### config.mk
export PLATFORM = sky130hd
export DESIGN_NAME = ts_two_phase_sync
export DESIGN_NICKNAME = d
export VERILOG_FILES = /design/src/rtl/ts_pkg.sv /design/src/rtl/ts_time_counter.sv /design/src/rtl/ts_delay_avg.sv /design/src/rtl/ts_phase_fsm.sv /design/src/rtl/ts_two_phase_sync.sv
export SDC_FILE = /design/constraint.sdc
export NUM_CORES = 1
export LEC_CHECK = 0
export BUFFER_PORTS_ARGS = -buffer_cell sky130_fd_sc_hd__buf_2
export CAP_MARGIN = 40
export CORE_UTILIZATION = 63
export DETAILED_ROUTE_END_ITERATION = 10
export GPL_TIMING_DRIVEN = 0
export HOLD_SLACK_MARGIN = 0.05
export PLACE_DENSITY = 0.94
export SLEW_MARGIN = 20
export SYNTH_ARGS = -nofsm -noshare
export SYNTH_HDL_FRONTEND = slang
export SYNTH_SLANG_ARGS = --single-unit
export TNS_END_PERCENT = 50
### constraint.sdc
create_clock -name clk -period 11.7 [get_ports clk]
set_input_delay 1.17 -clock clk [delete_from_list [all_inputs] [get_ports clk]]
set_output_delay 1.17 -clock clk [all_outputs]
set_load 0.05 [all_outputs]
### src/rtl/ts_pkg.sv
package ts_pkg;

  localparam int TS_W = 64;

  typedef enum logic [2:0] {
    PH_IDLE       = 3'd0,
    PH_WAIT_FUP1  = 3'd1,
    PH_WAIT_SYNC2 = 3'd2,
    PH_WAIT_FUP2  = 3'd3,
    PH_WAIT_DRESP = 3'd4,
    PH_DONE       = 3'd5
  } phase_t;

  // signed difference of two unsigned timestamps, wrapping at 2^64
  function automatic logic signed [TS_W-1:0] ts_diff(
    input logic [TS_W-1:0] later,
    input logic [TS_W-1:0] earlier
  );
    return signed'(later - earlier);
  endfunction

  // sum of two signed delays, arithmetic shift right by one (floor of the mean)
  function automatic logic signed [TS_W-1:0] ts_mean(
    input logic signed [TS_W-1:0] a,
    input logic signed [TS_W-1:0] b
  );
    logic signed [TS_W:0] s;
    s = {a[TS_W-1], a} + {b[TS_W-1], b};
    return s[TS_W:1];
  endfunction

  // one counter tick with an optional signed adjustment in the same cycle
  function automatic logic [TS_W-1:0] ts_advance(
    input logic [TS_W-1:0]        t,
    input logic [TS_W-1:0]        inc,
    input logic signed [TS_W-1:0] adj
  );
    return t + inc + unsigned'(adj);
  endfunction

endpackage

### src/rtl/ts_time_counter.sv
module ts_time_counter
  import ts_pkg::*;
#(
  parameter int INC_W = 32
) (
  input  logic                   clk,
  input  logic                   rst_n,
  input  logic [INC_W-1:0]       incr,
  input  logic                   adj_en,
  input  logic signed [TS_W-1:0] adj,
  output logic [TS_W-1:0]        time_q
);

  localparam int PAD_W = TS_W - INC_W;

  logic [TS_W-1:0]        inc_ext;
  logic signed [TS_W-1:0] adj_eff;
  logic [TS_W-1:0]        time_d;

  always_comb begin
    inc_ext = {{PAD_W{1'b0}}, incr};
    adj_eff = adj_en ? adj : '0;
    time_d  = ts_advance(time_q, inc_ext, adj_eff);
  end

  always_ff @(posedge clk or negedge rst_n) begin
    if (!rst_n) time_q <= '0;
    else        time_q <= time_d;
  end

endmodule

### src/rtl/ts_delay_avg.sv
module ts_delay_avg
  import ts_pkg::*;
(
  input  logic signed [TS_W-1:0] ms_delay,
  input  logic signed [TS_W-1:0] sm_delay,
  output logic signed [TS_W-1:0] mean
);

  always_comb mean = ts_mean(ms_delay, sm_delay);

endmodule

### src/rtl/ts_phase_fsm.sv
module ts_phase_fsm
  import ts_pkg::*;
#(
  parameter int SEQ_W = 16
) (
  input  logic                   clk,
  input  logic                   rst_n,
  input  logic [TS_W-1:0]        local_time,
  input  logic                   sync_stb,
  input  logic [SEQ_W-1:0]       sync_seq,
  input  logic                   fup_stb,
  input  logic [SEQ_W-1:0]       fup_seq,
  input  logic [TS_W-1:0]        fup_ts,
  input  logic                   dreq_stb,
  input  logic [SEQ_W-1:0]       dreq_seq,
  input  logic                   dresp_stb,
  input  logic [SEQ_W-1:0]       dresp_seq,
  input  logic [TS_W-1:0]        dresp_ts,
  output phase_t                 phase_q,
  output logic                   sync_accept,
  output logic                   offset_fire,
  output logic                   ms_fire,
  output logic                   dreq_accept,
  output logic                   delay_fire,
  output logic signed [TS_W-1:0] fup_diff,
  output logic signed [TS_W-1:0] ms_delay_q,
  output logic signed [TS_W-1:0] sm_delay
);

  phase_t           phase_d;
  logic [TS_W-1:0]  rx_q;
  logic [SEQ_W-1:0] seq_pend_q;
  logic             req_sent_q;
  logic [TS_W-1:0]  req_tx_q;
  logic [SEQ_W-1:0] req_seq_q;
  logic             fup_match;
  logic             sync_window;

  always_comb begin
    sync_window = (phase_q == PH_IDLE) || (phase_q == PH_DONE) ||
                  (phase_q == PH_WAIT_SYNC2);
    sync_accept = sync_stb && sync_window;
    fup_match   = fup_stb && (fup_seq == seq_pend_q);
    offset_fire = fup_match && (phase_q == PH_WAIT_FUP1);
    ms_fire     = fup_match && (phase_q == PH_WAIT_FUP2);
    dreq_accept = dreq_stb && (phase_q == PH_WAIT_DRESP);
    delay_fire  = dresp_stb && (phase_q == PH_WAIT_DRESP) && req_sent_q &&
                  (dresp_seq == req_seq_q);
    fup_diff    = ts_diff(rx_q, fup_ts);
    sm_delay    = ts_diff(dresp_ts, req_tx_q);
  end

  always_comb begin
    phase_d = phase_q;
    unique case (phase_q)
      PH_IDLE, PH_DONE: if (sync_accept) phase_d = PH_WAIT_FUP1;
      PH_WAIT_FUP1:     if (offset_fire) phase_d = PH_WAIT_SYNC2;
      PH_WAIT_SYNC2:    if (sync_accept) phase_d = PH_WAIT_FUP2;
      PH_WAIT_FUP2:     if (ms_fire)     phase_d = PH_WAIT_DRESP;
      PH_WAIT_DRESP:    if (delay_fire)  phase_d = PH_DONE;
      default:          phase_d = PH_IDLE;
    endcase
  end

  always_ff @(posedge clk or negedge rst_n) begin
    if (!rst_n) begin
      phase_q    <= PH_IDLE;
      rx_q       <= '0;
      seq_pend_q <= '0;
      ms_delay_q <= '0;
      req_sent_q <= 1'b0;
      req_tx_q   <= '0;
      req_seq_q  <= '0;
    end else begin
      phase_q <= phase_d;
      if (sync_accept) begin
        rx_q       <= local_time;
        seq_pend_q <= sync_seq;
      end
      if (ms_fire) begin
        ms_delay_q <= fup_diff;
        req_sent_q <= 1'b0;
      end
      if (dreq_accept) begin
        req_sent_q <= 1'b1;
        req_tx_q   <= local_time;
        req_seq_q  <= dreq_seq;
      end
    end
  end

endmodule

### src/rtl/ts_two_phase_sync.sv
module ts_two_phase_sync
  import ts_pkg::*;
#(
  parameter int INC_W = 32,
  parameter int SEQ_W = 16
) (
  input  logic               clk,
  input  logic               rst_n,
  input  logic [INC_W-1:0]   incr,
  input  logic               sync_stb,
  input  logic [SEQ_W-1:0]   sync_seq,
  input  logic               fup_stb,
  input  logic [SEQ_W-1:0]   fup_seq,
  input  logic [63:0]        fup_ts,
  input  logic               dreq_stb,
  input  logic [SEQ_W-1:0]   dreq_seq,
  input  logic               dresp_stb,
  input  logic [SEQ_W-1:0]   dresp_seq,
  input  logic [63:0]        dresp_ts,
  output logic [63:0]        local_time,
  output logic [63:0]        offset,
  output logic [63:0]        mean_delay,
  output logic [2:0]         phase,
  output logic               done
);

  phase_t                 phase_w;
  logic                   sync_accept;
  logic                   offset_fire;
  logic                   ms_fire;
  logic                   dreq_accept;
  logic                   delay_fire;
  logic signed [TS_W-1:0] fup_diff;
  logic signed [TS_W-1:0] ms_delay;
  logic signed [TS_W-1:0] sm_delay;
  logic signed [TS_W-1:0] mean_w;
  logic                   adj_en;
  logic signed [TS_W-1:0] adj_w;
  logic [TS_W-1:0]        time_w;
  logic signed [TS_W-1:0] offset_q;
  logic signed [TS_W-1:0] mean_q;
  logic                   done_q;

  ts_phase_fsm #(.SEQ_W(SEQ_W)) u_fsm (
    .clk        (clk),
    .rst_n      (rst_n),
    .local_time (time_w),
    .sync_stb   (sync_stb),
    .sync_seq   (sync_seq),
    .fup_stb    (fup_stb),
    .fup_seq    (fup_seq),
    .fup_ts     (fup_ts),
    .dreq_stb   (dreq_stb),
    .dreq_seq   (dreq_seq),
    .dresp_stb  (dresp_stb),
    .dresp_seq  (dresp_seq),
    .dresp_ts   (dresp_ts),
    .phase_q    (phase_w),
    .sync_accept(sync_accept),
    .offset_fire(offset_fire),
    .ms_fire    (ms_fire),
    .dreq_accept(dreq_accept),
    .delay_fire (delay_fire),
    .fup_diff   (fup_diff),
    .ms_delay_q (ms_delay),
    .sm_delay   (sm_delay)
  );

  ts_delay_avg u_avg (
    .ms_delay(ms_delay),
    .sm_delay(sm_delay),
    .mean    (mean_w)
  );

  // offset phase steps back by the whole difference; delay phase steps forward by the mean
  always_comb begin
    adj_en = offset_fire || delay_fire;
    adj_w  = offset_fire ? -fup_diff : mean_w;
  end

  ts_time_counter #(.INC_W(INC_W)) u_cnt (
    .clk   (clk),
    .rst_n (rst_n),
    .incr  (incr),
    .adj_en(adj_en),
    .adj   (adj_w),
    .time_q(time_w)
  );

  always_ff @(posedge clk or negedge rst_n) begin
    if (!rst_n) begin
      offset_q <= '0;
      mean_q   <= '0;
      done_q   <= 1'b0;
    end else begin
      if (offset_fire) offset_q <= fup_diff;
      if (delay_fire)  mean_q   <= mean_w;
      done_q <= delay_fire;
    end
  end

  assign local_time = time_w;
  assign offset     = offset_q;
  assign mean_delay = mean_q;
  assign phase      = phase_w;
  assign done       = done_q;

endmodule

* Word level (Yosys, flattened, before mapping)
Cells that the tools add are included.
** Word-level totals
- Bits in registers :: 421
- Bits of input ports :: 230
- Output and inout port bits :: 196
** Operators by class
- $add $sub $neg :: 6
- Equal/unequal tests :: 12
- Mux-type cells :: 10
- Reduce and logical (&&, ||, !) cells :: 15
** Operators with widths (count)
- two-way mux 64 bit :: 2
- subtractor 64 bit :: 2
- adder 64 x 64 -> 65 bit :: 1
- adder 64 x 32 -> 64 bit :: 1
- adder 64 bit :: 1
- negation 64 bit :: 1
- equality test 16 bit :: 2
- two-way mux 3 bit :: 5
- case mux 3 bit (5 select lines) :: 1
- inequality test 2 bit, second input constant :: 5
- logical AND 1 bit :: 8
- equality test 3 x 2 -> 1 bit, second input constant :: 2
- equality test 3 bit, second input constant :: 2
- AND reduction 5 bit :: 1
- equality test 3 x 1 -> 1 bit, second input constant :: 1
- zero test 3 bit :: 1
- logical OR 1 bit :: 3
- two-way mux 1 bit :: 2
- nonzero test 2 bit :: 1
- OR reduction 2 bit :: 1

* Logic depth before layout (Yosys ltp)
Gate-level depths: netlist (run 1).
- Word-level depth :: 7
- Depth in mapped cells :: 45
- Mapped depth without buffers :: 43

* By module
Synthesis (run 1) repeated with hierarchy kept, for this count alone.
** Second synthesis, totals
- Cells, all modules :: 4008
- Area total of the unflattened synthesis :: 33945.1 µm²
** By module, submodules not included
- ts_phase_fsm :: times used 1, cells an instance 2099, area each 16527.1 µm², seq. area each 5705.5 µm²
- ts_two_phase_sync :: times used 1, cells an instance 630, area each 7110.6 µm², seq. area each 3228.1 µm²
- ts_time_counter :: times used 1, cells an instance 729, area each 6677.7 µm², seq. area each 1601.5 µm²
- ts_delay_avg :: times used 1, cells an instance 550, area each 3629.7 µm², seq. area each 0.0 µm²

* Least setup slack after synthesis (run 1)
OpenSTA, ideal clock, no wires.
- Kind :: input to register
- Start :: input port dresp_ts[0]
- End :: register u_cnt.time_q[61]
- Library setup time :: 0.080 ns
- Arrival :: 8.826 ns
- Setup slack :: 2.794 ns
- Stages :: 42
- Cell sequence :: inv_1 -> ha_1 -> inv_1 -> fa_1 -> a21o_1 -> a21oi_1 -> o21ai_0 -> a31oi_1 -> o211a_1 -> nor2_1 -> nor2b_1 -> nor2_1 -> a21o_1 -> a21oi_1 -> xnor2_1 -> ha_1 -> clkbuf_1 -> a21oi_1 -> (+6 left out) -> a21oi_1 -> xor2_1 -> o22ai_1 -> fa_1 -> ha_1 -> a21oi_1 -> o21ai_0 -> a2111oi_0 -> o221ai_1 -> a41o_1 -> a211oi_1 -> a211oi_1 -> o31a_1 -> o21ai_0 -> nand2b_1 -> a21o_1 -> a21oi_1 -> xnor2_1
** On the way
- Longest elaborated chain between the ends :: 5
** RTL lines
- start: declaration :: line ts_two_phase_sync.sv:19 : input logic [63:0] dresp_ts,
- subtractor 64 bit :: line ts_pkg.sv:19 : return signed'(later - earlier);
- adder 64 x 64 -> 65 bit :: line ts_pkg.sv:28 : s = {a[TS_W-1], a} + {b[TS_W-1], b};
- two-way mux 64 bit :: line ts_two_phase_sync.sv:78 : adj_w = offset_fire ? -fup_diff : mean_w;
- two-way mux 64 bit :: line ts_time_counter.sv:22 : adj_eff = adj_en ? adj : '0;
- adder 64 bit :: line ts_pkg.sv:38 : return t + inc + unsigned'(adj);
- via u_cnt.time_d[61] :: line ts_time_counter.sv:18 : logic [TS_W-1:0] time_d;
- end signal: assignment :: line ts_time_counter.sv:28 : else time_q <= time_d;
- end: declaration :: line ts_time_counter.sv:11 : output logic [TS_W-1:0] time_q
The timed path passes the listed nets, and every way through them passes these cells.
A chain may end at the register's enable or synchronous reset.

* Worst setup path in the final report (run 1)
- Start :: input port dresp_ts[0]
- End :: register u_cnt.time_q[62]
The elaborated chain is that of the path after synthesis.

==> metrics.md, run 1 <==
| Metric | Value |
|---|---|
| Share of synthesized registers carrying an async set or reset | `1.00` |
| Routed wire length | `122 mm` |
| Final core occ | `0.737` |
| Post-CTS Hold Fix Bufs | `0` |
| Residual DRC count | `0` |
| Outcome | `completed` |
| Top_reg_cell synth | `sky130_fd_sc_hd__dfrtp_1` |
| Total setup buffers inserted after CTS | `0` |
| Wire length of the first global-routing pass | `183 mm` |
| Via count of the first global-routing pass | `31752` |
| Period Utilization, post-route | `0.937` |
| Required time reported for the critical path endpoint | `12240 ps` |
| Count of cells resized by post-cts repair | `0` |
| Count of unique library cells instantiated by Yosys | `98` |
| Synthesis-stage register bit count | `421` |
| Cell count after synthesis | `3794` |
| Slew HR | `0.317` |
| DR vias/cell | `6.56` |
| Sequential fraction of the synthesis area | `0.320` |
| Placeable core area | `0.0514 mm2` |
| Number of CTS-inserted buffers | `48` |
| Last weighted congestion value of the routability-driven placer | `1.03` |
| Kind of end point of the critical path | `register` |
| Worst voltage drop across the vdd grid | `0.133 mV` |
| Average footprint of a synthesized cell | `8.67 um2` |
| Number of buffer cells added on primary ports | `425` |
| Met2 track utilization from global routing | `0.685` |
| Number of iterations in the first detailed-routing pass | `8` |
| Most used standard cell by instance count after synthesis | `sky130_fd_sc_hd__nand2_1` |
| Grt ovf | `0` |
| Iteration-0 DRC Markers | `3993` |
| Worst Setup Start Kind | `input pin` |
| Antenna violation net count after detailed routing | `0` |
| Setup violation total in the final timing report | `0` |
| CP max FO | `7` |
| Synth top area share | `0.320` |
| Max Cap Viol | `0` |
| Maximum number of pins on one net before global-route repair | `100` |
| Kind of critical path | `input pin to register` |
| M1 GR Usage | `0.577` |
| Antenna violations before repair | `6` |
| Overall global routing resource usage | `0.454` |
| Layout cell share with drive strength beyond 1 | `0.166` |
| Ports | `426` |
| Nets | `4851` |
| Clk_skew | `16.4 ps` |
| Class of the tightest hold or removal check | `register to register` |
| CTS root buffer | `sky130_fd_sc_hd__clkbuf_16` |
| Maximum achievable frequency | `91.3 MHz` |
| Commonest cells in the netlist | `sky130_fd_sc_hd__nand2_1 (516), sky130_fd_sc_hd__dfrtp_1 (421), sky130_fd_sc_hd__o21ai_0 (363)` |
| Post-synthesis cell type with the largest combined area | `sky130_fd_sc_hd__dfrtp_1` |
| Max Root-Sink Buffers | `3` |
| Count of endpoints failing hold in the final timing report | `0` |
| H-tree levels | `2` |
| Num Clock Sinks | `421` |
| Met3 usage | `0.105` |
| Number of warning messages in the yosys log | `0` |
| Total leakage power | `19.9 nW` |
| Initial Utilization | `0.640` |
| Clock insertion delay at the later pin of the skew report | `620 ps` |
| Number of nets in the synthesized netlist | `4345` |
| Pwr/cell area | `180 mW/mm2` |
| Count of flip-flops with a built-in enable after synthesis | `0` |
| Horizontal extent of the die | `231 um` |
| Pins Over Slew Limit | `0` |
| Data arrival time at the worst-slack endpoint | `11500 ps` |
| DIE HEIGHT | `231 um` |
| Summed negative setup slack over all endpoints | `0 ps` |
| Routed wire length per instance | `24.3 um` |
| Most utilized layer in the global route result | `met2` |
| Final-layout worst hold slack | `472 ps` |
| Clock tree from TritonCTS | `yes` |
| Top cells by area in the synthesized netlist | `sky130_fd_sc_hd__dfrtp_1 (32%), sky130_fd_sc_hd__ha_1 (11%), sky130_fd_sc_hd__nand2_1 (5.9%)` |
| Area of the die | `0.0531 mm2` |
| Floorplan row count | `83` |
| Clock slew seen by the registers of the worst setup and hold paths | `60 ps` |
| Synthesis-to-finish area growth | `15.2%` |
| RSZ-0062 raised after global routing | `no` |
| Post-layout minimum cycle time | `10960 ps` |
| Synth Cell Area | `0.0329 mm2` |
| CP peak stage delay | `760 ps` |
| Critical Path Slowest Stage Cell | `sky130_fd_sc_hd__or4b_2` |
| Detailed-route via count | `32988` |
| Placed wire-length estimate after detailed placement | `96.4 mm` |
| Measured slew at the worst slew-check pin | `1020 ps` |
-- area by class of cell --
cell class                      instances  area (um2)
Antenna cell                            7        17.5
Buffer                                147         574
Clock buffer                           69        1420
Clock inverter                         19         189
Fill cell                            3847       13500
Inverter                              203         762
Multi-Input combinational cell       3023       21100
Sequential cell                       421       10500
Tap cell                              680         851
Timing Repair Buffer                  456        2500
-- per-stage QoR --
stage / cells / instance area, um2 / total power, mW / setup slack (ps)
finish: 5025 / 37900 / 6.82 / 742
global route: 5018 / 37900 / 7.10 / 680
CTS: 5008 / 37800 / 6.69 / 838
detailed placement: 4920 / 36200 / 5.11 / 336
global placement: 4899 / 35900 / 5.01 / 58.5
floorplan: 3794 / 32900 / 4.11 / 2790
-- sequential cells by signal, indices dropped and copies added (netlist names), 3 cells and up --
| name | count |
|---|---|
| u_fsm.ms_delay_q | 64 |
| mean_delay | 64 |
| u_fsm.phase_q | 3 |
| u_fsm.rx_q | 64 |
| u_fsm.req_tx_q | 64 |
| u_fsm.req_seq_q | 16 |
| u_cnt.time_q | 64 |
| offset | 64 |
| u_fsm.seq_pend_q | 16 |
-- per-layer routing --
metal | part of all wire | up-vias
met1 | 0.38 | 15728
met3 | 0.11 | 508
met5 | 0.00016 | -
met4 | 0.076 | 4
met2 | 0.43 | 2161
li1 | - | 14587
-- placed cells by master, fill, tap and decap left out, types with 58 or more instances in the layout --
cell and count:
sky130_fd_sc_hd__nand2_1 516, sky130_fd_sc_hd__buf_2 439, sky130_fd_sc_hd__dfrtp_1 421, sky130_fd_sc_hd__o21ai_0 363, sky130_fd_sc_hd__ha_1 285, sky130_fd_sc_hd__a21oi_1 268
sky130_fd_sc_hd__inv_1 202, sky130_fd_sc_hd__xnor2_1 178, sky130_fd_sc_hd__a21o_1 169, sky130_fd_sc_hd__nor2_1 150, sky130_fd_sc_hd__clkbuf_1 144, sky130_fd_sc_hd__xor2_1 137
sky130_fd_sc_hd__mux2_2 134, sky130_fd_sc_hd__nand3_1 90, sky130_fd_sc_hd__nand4_1 58
-- where the power goes --
| group | internal (mW) | leakage, nW | switching [mW] |
|---|---|---|---|
| clock | 0.911 | 0.808 | 0.667 |
| sequential | 1.64 | 5.36 | 0.246 |
| combinational | 1.16 | 13.8 | 2.20 |
| total | 3.71 | 19.9 | 3.11 |
-- critical path, delay by kind of cell --
family / cells / cell delay [ps]
compound gates: 21 / 6040
simple gates: 5 / 1560
fa+ha+maj: 5 / 1550
buf+inv: 5 / 730
xor+xnor: 3 / 430
-- worst paths after layout --
path	cells after the start	slack, ps	start	end
setup reg to reg	37	1110	u_fsm.req_tx_q[0]	u_cnt.time_q[62]
hold / removal	2	470	mean_delay[32]	mean_delay[32]
setup / recovery	39	740	dresp_ts[0]	u_cnt.time_q[62]
min in group asynchronous	1	510	rst_n	u_cnt.time_q[9]
hold reg to reg	2	470	mean_delay[32]	mean_delay[32]
max in group asynchronous	3	10200	rst_n	u_cnt.time_q[63]
-- kinds of logic after synthesis --
kind of cell,synth area share
AO/OA/AOI/OAI,0.216
XOR/XNOR,0.0839
adder cells (fa/ha/maj),0.130
buffers and inverters,0.0405
flip-flops,0.320
multiplexers,0.0474
AND/OR/NAND/NOR,0.162
(Power assumes the default switching activity.)
==> run 2, diff against run 1 <==
--- a/config.mk
+++ b/config.mk
@@ -5,7 +5,7 @@
 export SDC_FILE = /design/constraint.sdc
 export NUM_CORES = 1
 export LEC_CHECK = 0
-export BUFFER_PORTS_ARGS = -buffer_cell sky130_fd_sc_hd__buf_2
+export BUFFER_PORTS_ARGS = -buffer_cell sky130_fd_sc_hd__clkbuf_2
 export CAP_MARGIN = 40
 export CORE_UTILIZATION = 63
 export DETAILED_ROUTE_END_ITERATION = 10
==> run 2 against run 1 <==
Against the previous run:
- global-route usage is 0.81 points higher
- highest routed layer unchanged
- cell area increased by 0.16%
- sequential power barely moved
- largest cell class unchanged
- sequential cell count is the same
- cell count decreased by 0.14%
- clock skew grew 0.97 ps
- register-to-register slack worse by 60 ps
- non-clock buffer count increased by 4
- clock power rose by 3%
- via count rose by 1.1%
- die area unchanged
- fmax down 0.10%
- critical endpoint is now u_cnt.time_q[61]
==> metrics.md, run 2 (synthesis gave the netlist of run 1 again) <==
| Metric | Value |
|---|---|
| CTS root buffer | `sky130_fd_sc_hd__clkbuf_16 (unchanged)` |
| Number of iterations in the first detailed-routing pass | `7 (was 8)` |
| RSZ-0062 raised after global routing | `no (unchanged)` |
| Commonest non-fill, non-tap cells in the layout | `sky130_fd_sc_hd__nand2_1 (516), sky130_fd_sc_hd__clkbuf_2 (428), sky130_fd_sc_hd__dfrtp_1 (421), sky130_fd_sc_hd__o21ai_0 (363), sky130_fd_sc_hd__ha_1 (285) (was sky130_fd_sc_hd__nand2_1 (516), sky130_fd_sc_hd__buf_2 (439), sky130_fd_sc_hd__dfrtp_1 (421), sky130_fd_sc_hd__o21ai_0 (363), sky130_fd_sc_hd__ha_1 (285))` |
| Worst voltage drop across the vdd grid | `0.164 mV (was 0.133 mV)` |
| Via count of the first global-routing pass | `32369 (was 31752)` |
| H-tree levels | `2 (unchanged)` |
| Most frequent standard cell in the layout excluding fill and tap cells | `sky130_fd_sc_hd__nand2_1 (unchanged)` |
| ANT cells | `0 (was 7)` |
| Dpl ws | `539 ps (was 336 ps)` |
| Area of the die | `0.0531 mm2 (unchanged)` |
| DIE HEIGHT | `231 um (unchanged)` |
| DR vias/cell | `6.65 (was 6.56)` |
| Horizontal extent of the die | `231 um (unchanged)` |
| Max Cap Viol | `0 (unchanged)` |
| Maximum number of pins on one net before global-route repair | `81 (was 100)` |
| Initial Utilization | `0.640 (unchanged)` |
| R2R cell count | `37 (unchanged)` |
| Cell Int Power | `3.76 mW (was 3.71 mW)` |
| Comb pwr share | `0.492 (about the same)` |
| Num Clock Sinks | `421 (unchanged)` |
| Pwr/cell area | `182 mW/mm2 (was 180 mW/mm2)` |
| Post-layout minimum cycle time | `10970 ps (was 10960 ps)` |
| Class of the tightest hold or removal check | `register to register (unchanged)` |
| Net switching power | `3.15 mW (was 3.11 mW)` |
| Antenna violations before repair | `4 (was 6)` |
| Layout cell share with drive strength beyond 1 | `0.167 (was 0.166)` |
| Nets | `4854 (was 4851)` |
| Sequential cell fraction of total power | `0.273 (was 0.277)` |
| Wire length of the first global-routing pass | `187 mm (was 183 mm)` |
| CP max FO | `7 (unchanged)` |
| Overall global routing resource usage | `0.462 (was 0.454)` |
| Count of cells resized by post-cts repair | `0 (unchanged)` |
| Total setup buffers inserted after CTS | `0 (unchanged)` |
| Clock tree from TritonCTS | `yes (unchanged)` |
| Max Root-Sink Buffers | `3 (unchanged)` |
| Maximum achievable frequency | `91.2 MHz (was 91.3 MHz)` |
| Slew HR | `0.312 (was 0.317)` |
| Number of CTS-inserted buffers | `47 (was 48)` |
| Synthesis-to-finish area growth | `15.4% (was 15.2%)` |
| Required time reported for the critical path endpoint | `12220 ps (was 12240 ps)` |
| Fill cell count | `3737 (was 3847)` |
| Hold Path Depth | `2 (unchanged)` |
| Routed wire length | `124 mm (was 122 mm)` |
| Total leakage power | `19.9 nW (about the same)` |
| Routed wire length per instance | `24.8 um (was 24.3 um)` |
| Part of the total power dissipated in the clock network | `0.235 (was 0.231)` |
| Ports | `426 (unchanged)` |
| Setup violation total in the final timing report | `0 (unchanged)` |
| Critical Path Slowest Stage Cell | `sky130_fd_sc_hd__a211oi_1 (was sky130_fd_sc_hd__or4b_2)` |
| Post-route cell area | `0.0380 mm2 (was 0.0379 mm2)` |
| Placed inst area | `0.0363 mm2 (was 0.0362 mm2)` |
| Top cell by count, worst path | `sky130_fd_sc_hd__o21ai_0` |
| Pins Over Slew Limit | `0 (unchanged)` |
| Detailed-route via count | `33360 (was 32988)` |
| Clk_skew | `17.4 ps (was 16.4 ps)` |
| Clock slew seen by the registers of the worst setup and hold paths | `70 ps (was 60 ps)` |
| Residual DRC count | `0 (unchanged)` |
| Slack of the critical path | `731 ps (was 742 ps)` |
| Period Utilization, post-route | `0.938 (was 0.937)` |
| CP peak stage delay | `720 ps (was 760 ps)` |
| Placed wire-length estimate after detailed placement | `97.3 mm (was 96.4 mm)` |
| Grt ovf | `0 (unchanged)` |
| Clock insertion delay at the later pin of the skew report | `610 ps (was 620 ps)` |
| Measured slew at the worst slew-check pin | `1020 ps (about the same)` |
| Outcome | `completed (unchanged)` |
| Count of endpoints failing hold in the final timing report | `0 (unchanged)` |
| Kind of critical path | `input pin to register (unchanged)` |
| Worst Setup Start Kind | `input pin (unchanged)` |
| Post-CTS Hold Fix Bufs | `0 (unchanged)` |
| Last weighted congestion value of the routability-driven placer | `1.04 (was 1.03)` |
| Multi-input gate area in the final layout | `0.0211 mm2 (unchanged)` |
| Switching power as a share of total power | `0.456 (about the same)` |
| Data arrival time at the worst-slack endpoint | `11490 ps (was 11500 ps)` |
| Floorplan row count | `83 (unchanged)` |
| Number of buffer cells added on primary ports | `425 (unchanged)` |
| Kind of end point of the critical path | `register (unchanged)` |
| Iteration-0 DRC Markers | `4059 (was 3993)` |
| Area taken by flip-flops and latches | `0.0105 mm2 (unchanged)` |
| Placeable core area | `0.0514 mm2 (unchanged)` |
| Antenna violation net count after detailed routing | `0 (unchanged)` |
==> run 2: cell type report <==
| class | count | area share |
|---|---|---|
| timing repair buffer | 460 | 0.0669 |
| tap | 680 | 0.0224 |
| sequential | 421 | 0.277 |
| clock buffer | 69 | 0.0380 |
| multi-input combinational | 3023 | 0.554 |
| clock inverter | 15 | 0.00564 |
| inverter | 203 | 0.0201 |
| buffer | 147 | 0.0151 |
==> run 2: through the flow <==
step	utilization	setup TNS, ps	instances	total power, mW	hold slack, ps
after floorplan	-	0	3794	4.11	442
after detailed placement	0.705	0	4925	5.14	465
after CTS	0.737	0	5009	6.77	479
after global routing	0.739	0	5018	7.17	495
after global placement	0.698	-4820	4899	5.02	460
final	0.739	0	5018	6.92	477
==> run 2: metal layers <==
metal | share of wire | GRT usage
met3 | 0.12 | 0.107
met4 | 0.074 | 0.297
met2 | 0.44 | 0.706
met5 | 0.00044 | 0
met1 | 0.37 | 0.589
==> run 2: path summary, 6_finish.rpt <==
path	slack, ps	from	to
max	730	dresp_ts[0]	u_cnt.time_q[61]
min	480	mean_delay[10]	mean_delay[10]
max in group asynchronous	9830	rst_n	mean_delay[49]
max reg2reg	1050	u_fsm.req_tx_q[0]	u_cnt.time_q[61]
min in group asynchronous	610	rst_n	mean_delay[5]
min reg2reg	480	mean_delay[10]	mean_delay[10]
==> run 2: worst max-delay path: cells and delay by family <==
family,cells,cell delay [ps]
AO/OA/AOI/OAI,20,6020
XOR/XNOR,3,450
adder cells (fa/ha/maj),5,1800
buffers and inverters,3,200
AND/OR/NAND/NOR,8,1830
==> run 2: power groups by stage <==
stage	clock network [mW]	logic (mW)	registers, mW
after detailed placement	0	3.24	1.90
after CTS	1.61	3.28	1.87
after global placement	0	3.13	1.89
after floorplan	0	2.08	2.03
final	1.62	3.40	1.89
after global routing	1.67	3.61	1.89
